## config.mk

```make
export PLATFORM = sky130hd
export DESIGN_NAME = keyseq_wdt
export DESIGN_NICKNAME = d
export VERILOG_FILES = /design/src/rtl/kwdt_pkg.sv /design/src/rtl/kwdt_keyseq.sv /design/src/rtl/kwdt_sync_slot.sv /design/src/rtl/kwdt_counter.sv /design/src/rtl/keyseq_wdt.sv
export SDC_FILE = /design/constraint.sdc
export NUM_CORES = 1
export LEC_CHECK = 0
export BUFFER_PORTS_ARGS = -buffer_cell sky130_fd_sc_hd__buf_2
export CAP_MARGIN = 30
export CORE_MARGIN = 4
export CORE_UTILIZATION = 57
export CTS_BUF_LIST = sky130_fd_sc_hd__clkbuf_8
export DETAILED_ROUTE_END_ITERATION = 8
export PLACE_DENSITY = 0.79
export SETUP_SLACK_MARGIN = 0.2
export SYNTH_ARGS = -nofsm -noshare
export SYNTH_HDL_FRONTEND = slang
export SYNTH_SLANG_ARGS = --single-unit
```

## constraint.sdc

```tcl
create_clock -name clk -period 3.1 [get_ports clk]
set_input_delay 0.155 -clock clk [delete_from_list [all_inputs] [get_ports clk]]
set_output_delay 0.155 -clock clk [all_outputs]
set_load 0.02 [all_outputs]
```

## src/rtl/kwdt_pkg.sv

```systemverilog
package kwdt_pkg;
  localparam int PTV_W = 3;
  localparam int PRE_W = (1 << PTV_W) - 1;

  localparam logic [3:0] A_ID     = 4'd0;
  localparam logic [3:0] A_SYSCTL = 4'd1;
  localparam logic [3:0] A_PRESC  = 4'd2;
  localparam logic [3:0] A_COUNT  = 4'd3;
  localparam logic [3:0] A_LOAD   = 4'd4;
  localparam logic [3:0] A_TRIG   = 4'd5;
  localparam logic [3:0] A_DELAY  = 4'd6;
  localparam logic [3:0] A_KEY    = 4'd7;
  localparam logic [3:0] A_PEND   = 4'd8;
  localparam logic [3:0] A_ISTAT  = 4'd9;
  localparam logic [3:0] A_IEN    = 4'd10;

  localparam logic [31:0] KEY_HALT_A = 32'h0000_AAAA;
  localparam logic [31:0] KEY_HALT_B = 32'h0000_5555;
  localparam logic [31:0] KEY_RUN_A  = 32'h0000_BBBB;
  localparam logic [31:0] KEY_RUN_B  = 32'h0000_4444;

  typedef enum logic [1:0] {KS_IDLE, KS_HALT_OPEN, KS_RUN_OPEN} kseq_e;

  // Mask of prescale bits that must all be set before the counter advances.
  function automatic logic [PRE_W-1:0] presc_mask(logic [PTV_W-1:0] ptv, logic en);
    logic [PRE_W-1:0] m;
    m = '0;
    for (int i = 0; i < PRE_W; i++) begin
      if (i < int'(ptv)) m[i] = 1'b1;
    end
    return en ? m : '0;
  endfunction

  // Next sequence state for a key word.
  function automatic kseq_e kseq_next(kseq_e s, logic [31:0] w);
    if (w == KEY_HALT_A) return KS_HALT_OPEN;
    if (w == KEY_RUN_A)  return KS_RUN_OPEN;
    return KS_IDLE;
  endfunction

  // Load value that gives a timeout of secs seconds on a 32768 Hz timebase.
  function automatic logic [31:0] timeout_load(int unsigned secs, logic [PTV_W-1:0] ptv);
    logic [31:0] span;
    span = 32'(secs) * (32'd32768 >> ptv);
    return 32'd0 - span;
  endfunction
endpackage

```

## src/rtl/kwdt_keyseq.sv

```systemverilog
module kwdt_keyseq #(
  parameter bit RUN_INIT = 1'b1
) (
  input  logic        clk,
  input  logic        rst_n,
  input  logic        clr,
  input  logic        wr,
  input  logic [31:0] wdata,
  output logic        run_req
);
  import kwdt_pkg::*;

  kseq_e st_q;
  logic  run_q;

  always_ff @(posedge clk or negedge rst_n) begin
    if (!rst_n) begin
      st_q  <= KS_IDLE;
      run_q <= RUN_INIT;
    end else if (clr) begin
      st_q  <= KS_IDLE;
      run_q <= RUN_INIT;
    end else if (wr) begin
      if (st_q == KS_HALT_OPEN && wdata == KEY_HALT_B) begin
        run_q <= 1'b0;
        st_q  <= KS_IDLE;
      end else if (st_q == KS_RUN_OPEN && wdata == KEY_RUN_B) begin
        run_q <= 1'b1;
        st_q  <= KS_IDLE;
      end else begin
        st_q <= kseq_next(st_q, wdata);
      end
    end
  end

  assign run_req = run_q;
endmodule

```

## src/rtl/kwdt_sync_slot.sv

```systemverilog
module kwdt_sync_slot #(
  parameter int TICKS = 2
) (
  input  logic clk,
  input  logic rst_n,
  input  logic clr,
  input  logic wr,
  input  logic tick,
  output logic pend,
  output logic commit
);
  localparam int CW = $clog2(TICKS + 1);
  localparam logic [CW-1:0] LAST = CW'(TICKS - 1);

  logic          pend_q;
  logic [CW-1:0] cnt_q;

  assign commit = pend_q && tick && (cnt_q == LAST) && !wr && !clr;

  always_ff @(posedge clk or negedge rst_n) begin
    if (!rst_n) begin
      pend_q <= 1'b0;
      cnt_q  <= '0;
    end else if (clr) begin
      pend_q <= 1'b0;
      cnt_q  <= '0;
    end else if (wr) begin
      pend_q <= 1'b1;
      cnt_q  <= '0;
    end else if (commit) begin
      pend_q <= 1'b0;
      cnt_q  <= '0;
    end else if (pend_q && tick) begin
      cnt_q <= cnt_q + 1'b1;
    end
  end

  assign pend = pend_q;
endmodule

```

## src/rtl/kwdt_counter.sv

```systemverilog
module kwdt_counter #(
  parameter int CNT_W = 32
) (
  input  logic                        clk,
  input  logic                        rst_n,
  input  logic                        clr,
  input  logic                        tick,
  input  logic                        run,
  input  logic                        reload,
  input  logic [CNT_W-1:0]            load_val,
  input  logic [CNT_W-1:0]            delay_val,
  input  logic [kwdt_pkg::PTV_W-1:0]  ptv,
  input  logic                        pre_en,
  output logic [CNT_W-1:0]            cnt,
  output logic                        adv,
  output logic                        ovf,
  output logic                        dly_hit
);
  import kwdt_pkg::*;

  logic [CNT_W-1:0] cnt_q;
  logic [CNT_W-1:0] nxt;
  logic [PRE_W-1:0] pre_q;
  logic [PRE_W-1:0] mask;
  logic             pre_hit;

  assign mask    = presc_mask(ptv, pre_en);
  assign pre_hit = (pre_q & mask) == mask;
  assign adv     = run && tick && pre_hit && !reload && !clr;
  assign ovf     = adv && (cnt_q == '1);
  assign nxt     = ovf ? load_val : cnt_q + 1'b1;
  assign dly_hit = adv && (nxt == delay_val);

  always_ff @(posedge clk or negedge rst_n) begin
    if (!rst_n) begin
      cnt_q <= '0;
      pre_q <= '0;
    end else if (clr) begin
      cnt_q <= '0;
      pre_q <= '0;
    end else if (reload) begin
      cnt_q <= load_val;
      pre_q <= '0;
    end else begin
      if (run && tick) pre_q <= pre_hit ? '0 : pre_q + 1'b1;
      if (adv) cnt_q <= nxt;
    end
  end

  assign cnt = cnt_q;
endmodule

```

## src/rtl/keyseq_wdt.sv

```systemverilog
module keyseq_wdt #(
  parameter logic [31:0] REV          = 32'h0001_0203,
  parameter bit          RUN_AT_RESET = 1'b1,
  parameter int          SYNC_TICKS   = 2,
  parameter int          ADDR_W       = 4,
  parameter int          DATA_W       = 32
) (
  input  logic              clk,
  input  logic              rst_n,
  input  logic              tick,
  input  logic              wr_en,
  input  logic [ADDR_W-1:0] addr,
  input  logic [DATA_W-1:0] wdata,
  output logic [DATA_W-1:0] rdata,
  output logic              irq,
  output logic              rst_req
);
  import kwdt_pkg::*;

  localparam int NSYNC = 2;
  localparam int NIRQ  = 2;
  localparam logic [PTV_W:0] PRESC_INIT = {1'b1, {PTV_W{1'b0}}};

  // decoded writes
  logic wr_ctl, wr_presc, wr_load, wr_trig, wr_dly, wr_key, wr_ist, wr_ien;
  assign wr_ctl   = wr_en && addr == A_SYSCTL;
  assign wr_presc = wr_en && addr == A_PRESC;
  assign wr_load  = wr_en && addr == A_LOAD;
  assign wr_trig  = wr_en && addr == A_TRIG;
  assign wr_dly   = wr_en && addr == A_DELAY;
  assign wr_key   = wr_en && addr == A_KEY;
  assign wr_ist   = wr_en && addr == A_ISTAT;
  assign wr_ien   = wr_en && addr == A_IEN;

  logic              srst_q;
  logic              clr;
  logic [DATA_W-1:0] load_q, trig_q, delay_q;
  logic              trig_chg_q;
  logic [PTV_W:0]    presc_q;
  logic [NIRQ-1:0]   ien_q, istat_q;
  logic              run_c, run_req, rst_req_q;

  // named internal events
  logic [NSYNC-1:0]  sync_wr, pend, commit;
  logic              key_commit, trig_commit, trig_reload;
  logic [DATA_W-1:0] cnt;
  logic              adv, ovf, dly_hit;

  assign clr         = srst_q && tick;
  assign sync_wr     = {wr_trig, wr_key};
  assign key_commit  = commit[0];
  assign trig_commit = commit[1];
  assign trig_reload = trig_commit && trig_chg_q;

  kwdt_keyseq #(.RUN_INIT(RUN_AT_RESET)) u_keyseq (
    .clk(clk), .rst_n(rst_n), .clr(clr), .wr(wr_key), .wdata(wdata), .run_req(run_req)
  );

  for (genvar g = 0; g < NSYNC; g++) begin : g_slot
    kwdt_sync_slot #(.TICKS(SYNC_TICKS)) u_slot (
      .clk(clk), .rst_n(rst_n), .clr(clr), .wr(sync_wr[g]), .tick(tick),
      .pend(pend[g]), .commit(commit[g])
    );
  end

  kwdt_counter #(.CNT_W(DATA_W)) u_counter (
    .clk(clk), .rst_n(rst_n), .clr(clr), .tick(tick), .run(run_c),
    .reload(trig_reload), .load_val(load_q), .delay_val(delay_q),
    .ptv(presc_q[PTV_W-1:0]), .pre_en(presc_q[PTV_W]),
    .cnt(cnt), .adv(adv), .ovf(ovf), .dly_hit(dly_hit)
  );

  always_ff @(posedge clk or negedge rst_n) begin
    if (!rst_n) begin
      srst_q     <= 1'b0;
      load_q     <= '0;
      trig_q     <= '0;
      trig_chg_q <= 1'b0;
      delay_q    <= '0;
      presc_q    <= PRESC_INIT;
      ien_q      <= '0;
      istat_q    <= '0;
      run_c      <= RUN_AT_RESET;
      rst_req_q  <= 1'b0;
    end else if (clr) begin
      srst_q     <= 1'b0;
      load_q     <= '0;
      trig_q     <= '0;
      trig_chg_q <= 1'b0;
      delay_q    <= '0;
      presc_q    <= PRESC_INIT;
      ien_q      <= '0;
      istat_q    <= '0;
      run_c      <= RUN_AT_RESET;
      rst_req_q  <= 1'b0;
    end else begin
      if (wr_ctl && wdata[0]) srst_q <= 1'b1;
      if (wr_load)  load_q  <= wdata;
      if (wr_dly)   delay_q <= wdata;
      if (wr_presc) presc_q <= wdata[PTV_W:0];
      if (wr_ien)   ien_q   <= ien_q | wdata[NIRQ-1:0];
      if (wr_trig) begin
        trig_q     <= wdata;
        trig_chg_q <= trig_chg_q || (wdata != trig_q);
      end else if (trig_commit) begin
        trig_chg_q <= 1'b0;
      end
      istat_q   <= (istat_q & ~(wr_ist ? wdata[NIRQ-1:0] : '0)) | {dly_hit, ovf};
      if (key_commit) run_c <= run_req;
      rst_req_q <= ovf;
    end
  end

  always_comb begin
    rdata = '0;
    case (addr)
      A_ID:     rdata = REV;
      A_SYSCTL: rdata = DATA_W'(srst_q);
      A_PRESC:  rdata = DATA_W'(presc_q);
      A_COUNT:  rdata = cnt;
      A_LOAD:   rdata = load_q;
      A_TRIG:   rdata = trig_q;
      A_DELAY:  rdata = delay_q;
      A_PEND:   rdata = DATA_W'(pend);
      A_ISTAT:  rdata = DATA_W'(istat_q);
      A_IEN:    rdata = DATA_W'(ien_q);
      default:  rdata = '0;
    endcase
  end

  assign irq     = |(istat_q & ien_q);
  assign rst_req = rst_req_q;
endmodule

```

# After elaboration in Yosys (flattened, before gate mapping)
# Index checks and enable logic that the tools add are counted.
# word_totals
register_bits	156
latchBits	0
ramBits	0
mem_bits_ro	0
out_inout_bits	34
word_cells	180
mem_count	0
# op_classes
addsub	4
n_mul	0
div	0
order_cmp	7
eq_ne	22
n_shift	0
n_mux	73
bitwise_logic	6
n_reduce_logical	50
# ops
op	n
32-bit two-way mux	10
32-bit case mux with 10 select lines	1
32-bit by 15-bit equality test with 1-bit output (second input constant)	2
32-bit by 16-bit equality test with 1-bit output (second input constant)	2
2-bit two-way mux	20
1-bit two-way mux	35
7-bit two-way mux	5
32-bit by 1-bit adder with 32-bit output (second input constant)	1
32-bit equality test	1
32-bit equality test (second input constant)	1
32-bit inequality test	1
1-bit logical AND	27
4-bit by 3-bit equality test with 1-bit output (second input constant)	4
2-bit nonzero test	8
3-bit nonzero test	5
4-bit equality test (second input constant)	3
3-bit < comparator (first input constant)	3
4-bit by 2-bit equality test with 1-bit output (second input constant)	2
4-bit two-way mux	2
4-bit nonzero test	2
7-bit by 1-bit adder with 7-bit output (second input constant)	1
7-bit bitwise AND	1
7-bit equality test	1
2-bit by 1-bit equality test with 1-bit output (second input constant)	3
13 further kinds	21

# Depth between registers and ports, before layout
# logic_depth
word_depth	17
depth_mapped	13
mapped_depth_nobuf	11

# Cells and area by module
# Synthesis repeated with hierarchy kept, for this count alone.
# unflattened
cells_unflattened	1200
area_unflattened_um2	9784.4
# by_module_without_submodules
module	instances	cells_per_inst	area_per_inst_um2	seq_area_each_um2
keyseq_wdt	1	658	5516.5	2705.1
kwdt_counter	1	481	3654.8	975.9
kwdt_sync_slot	2	16	176.4	75.1
kwdt_keyseq	1	29	260.2	76.3

# Worst setup path before layout
# Ideal clock, no wire load.
# synth_path
path_kind	reg-to-reg
startpoint	register u_counter.cnt_q[1], in the netlist u_counter.cnt[1]
endpoint	register istat_q[1]
arrival_ps	2954
required_time_ps	3034
path_slack_ps	81
path_stages_with_launch	12
n_path_buf	1
period_less_slack_ps	3019
cell_sequence	dfrtp_1 > ha_1 > nand4_4 > nor4_4 > nand4_2 > or3_1 > buf_2 > a32oi_1 > o22ai_1 > a2111o_1 > nor4_1 > a31o_1
# synth_between
elab_chain_len	7
elab_cells_between_ends	8
# synth_lines
item	line	source
start, declared	kwdt_counter.sv:21	logic [CNT_W-1:0] cnt_q;
start signal, assigned	kwdt_counter.sv:42	cnt_q <= load_val;
start signal, assigned	kwdt_counter.sv:46	if (adv) cnt_q <= nxt;
parallel branches: the longest is 2 deep, another holds 32-bit by 1-bit adder with 32-bit output	n/a	
32-bit two-way mux *	kwdt_counter.sv:31	assign nxt = ovf ? load_val : cnt_q + 1'b1;
32-bit equality test *	kwdt_counter.sv:32	assign dly_hit = adv && (nxt == delay_val);
1-bit logical AND *	kwdt_counter.sv:32	
2-bit OR *	keyseq_wdt.sv:108	istat_q <= (istat_q & ~(wr_ist ? wdata[NIRQ-1:0] : '0)) | {dly_hit, ovf};
2-bit two-way mux *	keyseq_wdt.sv:85	end else if (clr) begin
end signal, assigned	keyseq_wdt.sv:108	
end, declared	keyseq_wdt.sv:40	logic [NIRQ-1:0] ien_q, istat_q;
# Mark *: on every way between the ends.
# A chain may end at the register's enable or synchronous reset.

# Final worst setup path
# layout_path
startpoint	register u_counter.cnt_q[16], in the netlist u_counter.cnt[16]
endpoint	register istat_q[1]
# The elaborated chain is that of the path after synthesis.

==> flow_metrics.tcl <==
set metrics [dict create \
    seqCellArea_mm2 0.00392 \
    synth_ff_type "dfrtp_1" \
    ios 74 \
    antenna_found_initial 0 \
    hp-start "wdata[2]" \
    cts_tree "built" \
    netlist.area_leader.share 0.398 \
    rr_startpoint "u_counter.cnt[16]$_DFFE_PN0P_" \
    setup_tns_ns 0 \
    grt_pass1_wl_um 53600 \
    viasPerCell 6.66 \
    die_x_um 138 \
    worstPathCellList "inv_1 -> or4_4 -> nor4_1 -> xor2_1 -> a21oi_1 -> xor2_1 -> nand4_1 -> nor4_2 -> a31o_1" \
    clk_path_buf_depth 2 \
    ys_warn_count 0 \
    crit_type "register to register" \
    run_status "finished, final reports clean" \
    slowest_delay_ns 0.60 \
    layout_commonest_cell "nand2_1" \
    synth_compound_area_frac 0.223 \
    postRouteAntennaNets 0 \
    gp_congestion 1.05 \
    clockRootBuffer "clkbuf_8" \
    finalSetupViolCount 0 \
    synthMuxAreaShare 0.0125 \
    tightest_slew_ns 0.810 \
    startpoint_type "register" \
    slew_viol_final 0 \
    core.rowCount 47 \
    core_area_mm2 0.0166 \
    wire_per_inst_um 23.3 \
    synthAdderAreaFrac 0.00520 \
    synthSimpleGateAreaFrac 0.232 \
    gr-total-overflow 0 \
    min_period_ns 2.84 \
    antenna_cells 0 \
    worstHoldPathCells 3 \
    fillCellCount 1396 \
    crit_arrival_ns 3.26 \
    synth_top_family_by_area "simple AND/OR/NAND/NOR gates" \
    initial_core_util 0.581 \
    cts_made_buffers 17 \
    slew-limit-headroom 0.456 \
    drv_cap 0 \
    peakVddDrop_mv 0.403 \
    area_delta_synth_final_pct 17.9 \
    synth_seq_area_share 0.406 \
    drt-total-wl_um 35000 \
    vias 10012 \
    min_delay_worst_endpoint "trig_q[2]$_DFFE_PN0P_" \
    drc 0 \
    hp-class "primary input to register" \
    drive_gt1_frac 0.168 \
    ys_ff_latch 156 \
    cp-end-kind "register" \
    power.density_mw_per_mm2 608 \
    syn_area_mm2 0.00963 \
    multi_input_area_mm2 0.00546 \
    max_freq_mhz 352 \
    rsz0062_at_grt "false" \
    netlist_instances 1173 \
    synth.avg_cell_area_um2 8.21 \
    clock_sinks 156 \
    first_iter_violations 1800 \
    synth_cell_types 69 \
    io_buffers 73 \
    cts_max_level 4 \
    p_leak_nw 4.92 \
    dr.pass1.iters 6 \
    worstReg2RegEnd "istat_q[1]$_DFF_PN0_" \
    clk_latency_ns 0.48 \
    netlist.top_cell.by_area "dfrtp_1" \
    cp_slowest_cell "or4_4" \
    nNetsFinal 1315 \
    dieArea_mm2 0.0190 \
    grt_max_degree 75 \
    final_cell_mix "262 x nand2_1, 147 x dfrtp_1, 141 x a21oi_1" \
    synth_nets 1217 \
    r2r_cells 9 \
    synth.area.top_cells "dfrtp_1 40%, nand2_1 10%, a21oi_1 7.4%" \
    place_inst 1437 \
    critPathRequiredTime_ns 3.52 \
    synth_edf_count 0 \
    r2r_setup_slack_ns 0.26 \
    synthXorXnorAreaFrac 0.0773 \
    synthArstFlopShare 1.00 \
    period_share 0.916 \
    cp_max_fo 5 \
    hold_viol 0 \
    fin_worst_skew_ns 0.0136 \
    dpl.hpwl_um 24600 \
    finalPower_mw 6.90 \
    cp_common_cell "xor2_1" \
    path_clk_slew_ns 0.10 \
    final_cells 1504 \
    grt_pass1_vias 9195 \
    die_height_um 138 \
    grtUsageTotal 0.375 \
]
-- worst max-delay path: cells and delay by family, from the launching register on --
| kind | cells | cell delay [ns] |
|---|---|---|
| AND/OR/NAND/NOR | 4 | 1.42 |
| XOR/XNOR | 2 | 0.43 |
| AO/OA/AOI/OAI | 2 | 0.42 |
| flip-flops | 1 | 0.41 |
| buffers and inverters | 1 | 0.11 |
-- kinds of logic (layout without fill, tap and decap cells) --
| logic type | count (synthesis) | after routing |
|---|---|---|
| mux | 12 | 12 |
| simple gates | 475 | 475 |
| compound gates | 333 | 333 |
| buf+inv | 108 | 219 |
| fa+ha+maj | 4 | 4 |
| flops | 156 | 156 |
| xor+xnor | 85 | 85 |
-- routing by layer --
layer / routed length (um) / share of wire / track usage / vias to the layer above
li1: - / - / - / 4397
met1: 14000 / 0.40 / 0.549 / 4753
met2: 14900 / 0.43 / 0.534 / 754
met3: 4530 / 0.13 / 0.0911 / 108
met4: 1540 / 0.044 / 0.150 / 0
met5: 0 / 0 / 0 / -
-- timing repair --
action / 4_1_cts / 5_1_grt
endpoints found under the hold margin: 135 / 0
resized for setup: 2 / 33
hold buffers: 29 / 0
buffers inserted: 1 / 5
pin swaps: 1 / 5
endpoints found under the setup margin: 1 / 13
-- metrics by stage --
step,instance area (um^2),hold slack (ns),setup WS (ns),util
final,11400,0.0217,0.260,0.685
after global placement,10400,0.165,0.263,0.630
after global routing,11400,0.0136,0.176,0.685
after floorplan,9630,-0.141,0.220,-
after CTS,11200,0.00794,0.211,0.674
after detailed placement,10400,0.166,0.200,0.630
-- cell usage after synthesis (all sizes together) (5+ instances only) --
library cell	count
nand2	262
dfrtp	153
a21oi	142
clkbuf	72
o21ai	58
nor2	49
xor2	46
xnor2	39
nand3	30
a22o	29
nand4	28
a221o	26
nor3	25
nor4	23
inv	20
and3	18
buf	16
mux2i	12
a22oi	11
a31oi	10
o22ai	9
nor2b	6
and4	5
nand2b	5
-- worst max-delay path by stage --
| stage | depth (start not counted) | start | slack (ns) | end |
|---|---|---|---|---|
| 2_1_floorplan | 11 | u_counter.cnt[1]$_DFFE_PN0P_ | 0.22 | istat_q[1]$_DFF_PN0_ |
| 3_3_place_gp | 10 | u_counter.cnt[12]$_DFFE_PN0P_ | 0.26 | istat_q[1]$_DFF_PN0_ |
| 3_5_place_dp | 10 | u_counter.cnt[12]$_DFFE_PN0P_ | 0.20 | istat_q[1]$_DFF_PN0_ |
| 4_1_cts | 10 | u_counter.cnt[16]$_DFFE_PN0P_ | 0.21 | istat_q[1]$_DFF_PN0_ |
| 5_1_grt | 11 | u_counter.cnt[15]$_DFFE_PN0P_ | 0.18 | istat_q[1]$_DFF_PN0_ |
| 6_report | 9 | u_counter.cnt[16]$_DFFE_PN0P_ | 0.26 | istat_q[1]$_DFF_PN0_ |
-- where the power goes --
| part | total, mW | internal (mW) | switching (mW) |
|---|---|---|---|
| Combinational | 2.11 | 0.891 | 1.22 |
| Sequential | 3.09 | 2.45 | 0.641 |
| Clock | 1.70 | 0.760 | 0.942 |
-- final cells by class --
| class | count | area share |
|---|---|---|
| Tap cell | 220 | 0.0242 |
| Clock inverter | 15 | 0.0175 |
| Clock buffer | 17 | 0.0206 |
| Timing Repair Buffer | 167 | 0.106 |
| Multi-Input combinational cell | 909 | 0.480 |
| Sequential cell | 156 | 0.345 |
| Inverter | 20 | 0.00661 |
-- state kept, by name, indices dropped and copies added (netlist names) --
signal / cells
presc_q: 4
delay_q: 32
trig_q: 32
trig_chg_q: 1
u_counter.pre_q: 7
rst_req: 1
u_keyseq.st_q: 2
load_q: 32
istat_q: 2
g_slot.u_slot.pend: 2
ien_q: 2
g_slot.u_slot.cnt_q: 4
u_counter.cnt: 32
srst_q: 1
u_keyseq.run_req: 1
run_c: 1
Power figures use the tool's default switching activity.
